`config.mk`:
```
export PLATFORM = sky130hd
export DESIGN_NAME = fetch_pipe_reg
export DESIGN_NICKNAME = d
export VERILOG_FILES = /design/src/rtl/fetch_pipe_reg.sv
export SDC_FILE = /design/constraint.sdc
export NUM_CORES = 1
export LEC_CHECK = 0
export ABC_AREA = 0
export CELL_PAD_IN_SITES_DETAIL_PLACEMENT = 0
export CELL_PAD_IN_SITES_GLOBAL_PLACEMENT = 1
export CORE_ASPECT_RATIO = 1.2
export CORE_MARGIN = 3
export CORE_UTILIZATION = 30
export DETAILED_ROUTE_END_ITERATION = 7
export GPL_ROUTABILITY_DRIVEN = 0
export PLACE_DENSITY_LB_ADDON = 0.1
export SYNTH_ARGS = -nofsm -noshare
export SYNTH_HDL_FRONTEND = slang
export SYNTH_SLANG_ARGS = --single-unit
```
`constraint.sdc`:
```
create_clock -name clk -period 3.6 [get_ports clk]
set_input_delay 1.08 -clock clk [delete_from_list [all_inputs] [get_ports clk]]
set_output_delay 1.08 -clock clk [all_outputs]
set_load 0.03 [all_outputs]
```
`src/rtl/fetch_pipe_reg.sv`:
```
module fetch_pipe_reg #(
  parameter int PC_W   = 32,
  parameter int INSN_W = 32
) (
  input  logic              clk,
  input  logic              rst_n,
  input  logic              push,
  input  logic [PC_W-1:0]   push_pc,
  input  logic [INSN_W-1:0] push_insn,
  input  logic              pop,
  input  logic              flush,
  output logic              room,
  output logic              holding,
  output logic [PC_W-1:0]   head_pc,
  output logic [INSN_W-1:0] head_insn
);

  logic              full_q;
  logic [PC_W-1:0]   pc_q;
  logic [INSN_W-1:0] insn_q;
  logic              accept;

  assign room      = !full_q || pop;
  assign accept    = push && room;
  assign holding   = full_q;
  assign head_pc   = pc_q;
  assign head_insn = insn_q;

  always_ff @(posedge clk or negedge rst_n) begin
    if (!rst_n)      full_q <= 1'b0;
    else if (flush)  full_q <= 1'b0;
    else if (accept) full_q <= 1'b1;
    else if (pop)    full_q <= 1'b0;
  end

  always_ff @(posedge clk) begin
    if (accept) begin
      pc_q   <= push_pc;
      insn_q <= push_insn;
    end
  end

  p_empty_has_room_r2: assert property (@(posedge clk) disable iff (!rst_n)
    !holding |-> room);

  p_pop_drains_r3: assert property (@(posedge clk) disable iff (!rst_n)
    (pop && holding && !push && !flush) |=> !holding);

  p_push_loads_r4: assert property (@(posedge clk) disable iff (!rst_n)
    (push && room && !flush) |=> (holding && head_pc == $past(push_pc)
                                  && head_insn == $past(push_insn)));

  p_flush_empties_r5: assert property (@(posedge clk) disable iff (!rst_n)
    flush |=> !holding);

  p_full_hold_r6: assert property (@(posedge clk) disable iff (!rst_n)
    (holding && !pop && !flush) |=> (holding && $stable(head_pc) && $stable(head_insn)));

endmodule

```
Word-level counts from Yosys, hierarchy flattened --
Cells that the tools add are included.
Word-level totals: output and inout bits 66, register bits 65, logic and storage cells 10, bits of input ports 69
Operators by class: mux-type cells 3, reduce and logical (&&, ||, !) cells 4
Operators by type and width (count):
- $mux W1 | 3
- $reduce_bool A3 Y1 | 1
- $logic_and A1 B1 Y1 | 1
- $logic_not A1 Y1 | 1
- $logic_or A1 B1 Y1 | 1

Depth between registers and ports, before layout --
depth after elaboration 5, mapped depth 2, depth with buffers taken out 2

Worst setup path after synthesis --
OpenSTA, ideal clock, no wires.
kind input -> output, start point input port pop, end point output port room, arrival time 1.253 ns, data required time 2.520 ns, buffers on the path 0, stages on the path 1, slack 1.267 ns, path through nand2b_4
On the way: word-level cells in the longest chain between the ends 1
RTL lines:
- from (decl) | RTL line 10 | input logic pop,
- $logic_or A1 B1 Y1 | RTL line 23 | assign room = !full_q || pop;
- to (decl) | RTL line 12 | output logic room,
Every way passes these cells.

Worst setup path in the final report --
Same ends and word-level chain as after synthesis.

==> results_dict.tcl <==
set metrics [dict create \
    status "complete, no violations" \
    routedWlPerCell_um 14.6 \
    worstSetupStartpointType "input port" \
    grt_use_total 0.119 \
    clockBufferDepth 2 \
    grt.overflow.total 0 \
    layout-drive-gt1-share 0.0822 \
    setup_violations 0 \
    insertion_delay_ps 320 \
    combPwrFrac 0.151 \
    crit_family "buffers and inverters" \
    tightestPinTransition_ps 810 \
    rsz0062_at_grt "false" \
    slew_viol_final 0 \
    crit_chain "clkdlybuf4s50_1, nand2b_4, clkdlybuf4s50_1" \
    powerDensity_nw_per_um2 482 \
    port_buffers 134 \
    antenna_found_initial 0 \
    p_seq_frac 0.513 \
    ys_warn_count 0 \
    fin_crit_ps 3420 \
    power_frac_clock 0.336 \
    start_util 0.319 \
    critPathBufInv 2 \
    firstDrtPassIters 3 \
    netlist_instances 69 \
    drc 0 \
    die_w_um 80.2 \
    grt_max_degree 65 \
    setup_tns_ps 0 \
    peakVddDrop_mv 0.392 \
    fillers 498 \
    slew_headroom 0.460 \
    switching_share 0.235 \
    cts_buffers 9 \
    synth_area_per_cell_um2 28.7 \
    cts.sinks 65 \
    vias_per_cell 4.06 \
    postCtsSetupRepairBufs 0 \
    synth-seq-cells 65 \
    ant_nets 0 \
    hold_viol 0 \
    grt_pass1_vias 1345 \
    fin_skew_ps 5.62 \
    dieArea_um2 7620 \
    yosysTopAreaCell "edfxtp_1" \
    slowest_stage "clkdlybuf4s50_1" \
    slowest_delay_ps 670 \
    num-nets-final 283 \
    io_pins 135 \
    worstPathMaxFanout 3 \
    h-tree-depth 3 \
    cts_resized 0 \
    cts_tree "done" \
    cp-end-kind "primary output" \
    cts_hold_buf 0 \
    grt_pass1_wl_mm 6.53 \
    syn-num-nets 138 \
    power.internal_mw 1.34 \
    antenna_cells 0 \
    p_switching_uw 409 \
    die_y_um 95.0 \
    hpwl_mm 3.25 \
    rows 31 \
    synth.yosys.seq_area_share 0.982 \
    syn2layout_area_growth_pct 82.7 \
    yosysUniqueCellTypes 6 \
    cp.required_ps 2520 \
    cp_data_arrival_time_ps 2340 \
    timing.fmax_mhz 292 \
    crit_path_frequent_cell "clkdlybuf4s50_1" \
    criticalPathCategory "input port to primary output" \
    synth_top_area_frac 0.970 \
    dr_total_vias 1223 \
    core_um2 6210 \
    cap_violations 0 \
    yosys-top-cells-area "edfxtp_1, dfrtp_1, nand2b_4, a21oi_2, and2_4" \
    clk_pin_slew_ps 60 \
    clockRootBuffer "clkbuf_8" \
    p_leak_nw 1.27 \
    hold_path_class "register to register" \
    drt_iter0_markers 35 \
    stdcell_area_um2 3620 \
    syn_area_um2 1980 \
    dpl_cell_area_um2 3430 \
    finalCritPeriodShare 0.950 \
    wl_mm 4.41 \
]
==> area by class of cell <==
cell class / count / area [um^2] / area share
sequential: 65 / 1950 / 0.538
timing repair buffer: 134 / 1340 / 0.370
clock buffer: 9 / 124 / 0.0342
tap: 82 / 103 / 0.0283
clock inverter: 7 / 71.3 / 0.0197
multi-input combinational: 3 / 31.3 / 0.00864
inverter: 1 / 3.75 / 0.00104
==> per-layer routing <==
layer  global-route usage  vias to the layer above  share of wire
li1                     -                      567              -
met1                0.123                      565           0.32
met2                0.189                       76           0.54
met3               0.0529                       15           0.11
met4               0.0873                        0          0.034
met5                    0                        -              0
==> path summary, 6_finish.rpt <==
check,startpoint,slack [ps],depth (start not counted),to
max in group asynchronous,rst_n,2590,1,holding
setup / recovery,pop,180,3,room
min in group asynchronous,rst_n,900,1,holding
hold / removal,holding,580,2,holding
hold reg to reg,holding,580,2,holding
setup reg to reg,holding,2020,2,head_pc[18]
==> cells in the mapped netlist <==
cell type  instances
edfxtp_1          64
dfrtp_1            1
inv_1              1
and2_4             1
nand2b_4           1
a21oi_2            1
==> worst register-to-register path: cells and delay by family (launching register included) <==
kind / cells / cell delay (ps)
simple gates: 2 / 760
flops: 1 / 410
==> cells in the final DEF, fill, tap and decap left out <==
master | synthesis | final
a21oi_2 | 1 | 1
and2_4 | 1 | 1
bufinv_16 | 0 | 1
clkbuf_8 | 0 | 9
clkdlybuf4s50_1 | 0 | 134
clkinv_1 | 0 | 1
clkinv_2 | 0 | 1
clkinv_4 | 0 | 2
clkinvlp_4 | 0 | 2
dfrtp_1 | 1 | 1
edfxtp_1 | 64 | 64
inv_1 | 1 | 1
nand2b_4 | 1 | 1
==> metrics by stage <==
step | power (mW) | utilization | std cells | setup slack, ps | hold WS, ps
finish | 1.74 | 0.583 | 301 | 180 | 584
global route | 1.82 | 0.583 | 301 | 154 | 604
CTS | 1.77 | 0.583 | 301 | 171 | 588
detailed placement | 1.18 | 0.552 | 285 | 175 | 575
global placement | 1.17 | 0.552 | 285 | 188 | 564
floorplan | 1.02 | - | 69 | 1270 | 783
==> registers in the layout, indices dropped and copies added, names as in the netlist <==
| register | flops |
|---|---|
| holding | 1 |
| head_pc | 32 |
| head_insn | 32 |
==> power by group through the flow <==
| stage | Sequential (mW) | Combinational [mW] | Clock (mW) |
|---|---|---|---|
| final | 0.896 | 0.263 | 0.585 |
| after global routing | 0.900 | 0.276 | 0.640 |
| after CTS | 0.897 | 0.267 | 0.608 |
| after detailed placement | 0.913 | 0.266 | 0 |
| after global placement | 0.911 | 0.263 | 0 |
| after floorplan | 1.00 | 0.0170 | 0 |
==> cells by family after synthesis <==
family          after synthesis  synth area share
simple gates                  2            0.0114
buf+inv                       1           0.00189
flops                        65             0.982
compound gates                1           0.00442
Note: power is estimated with default switching activity, not from simulation.
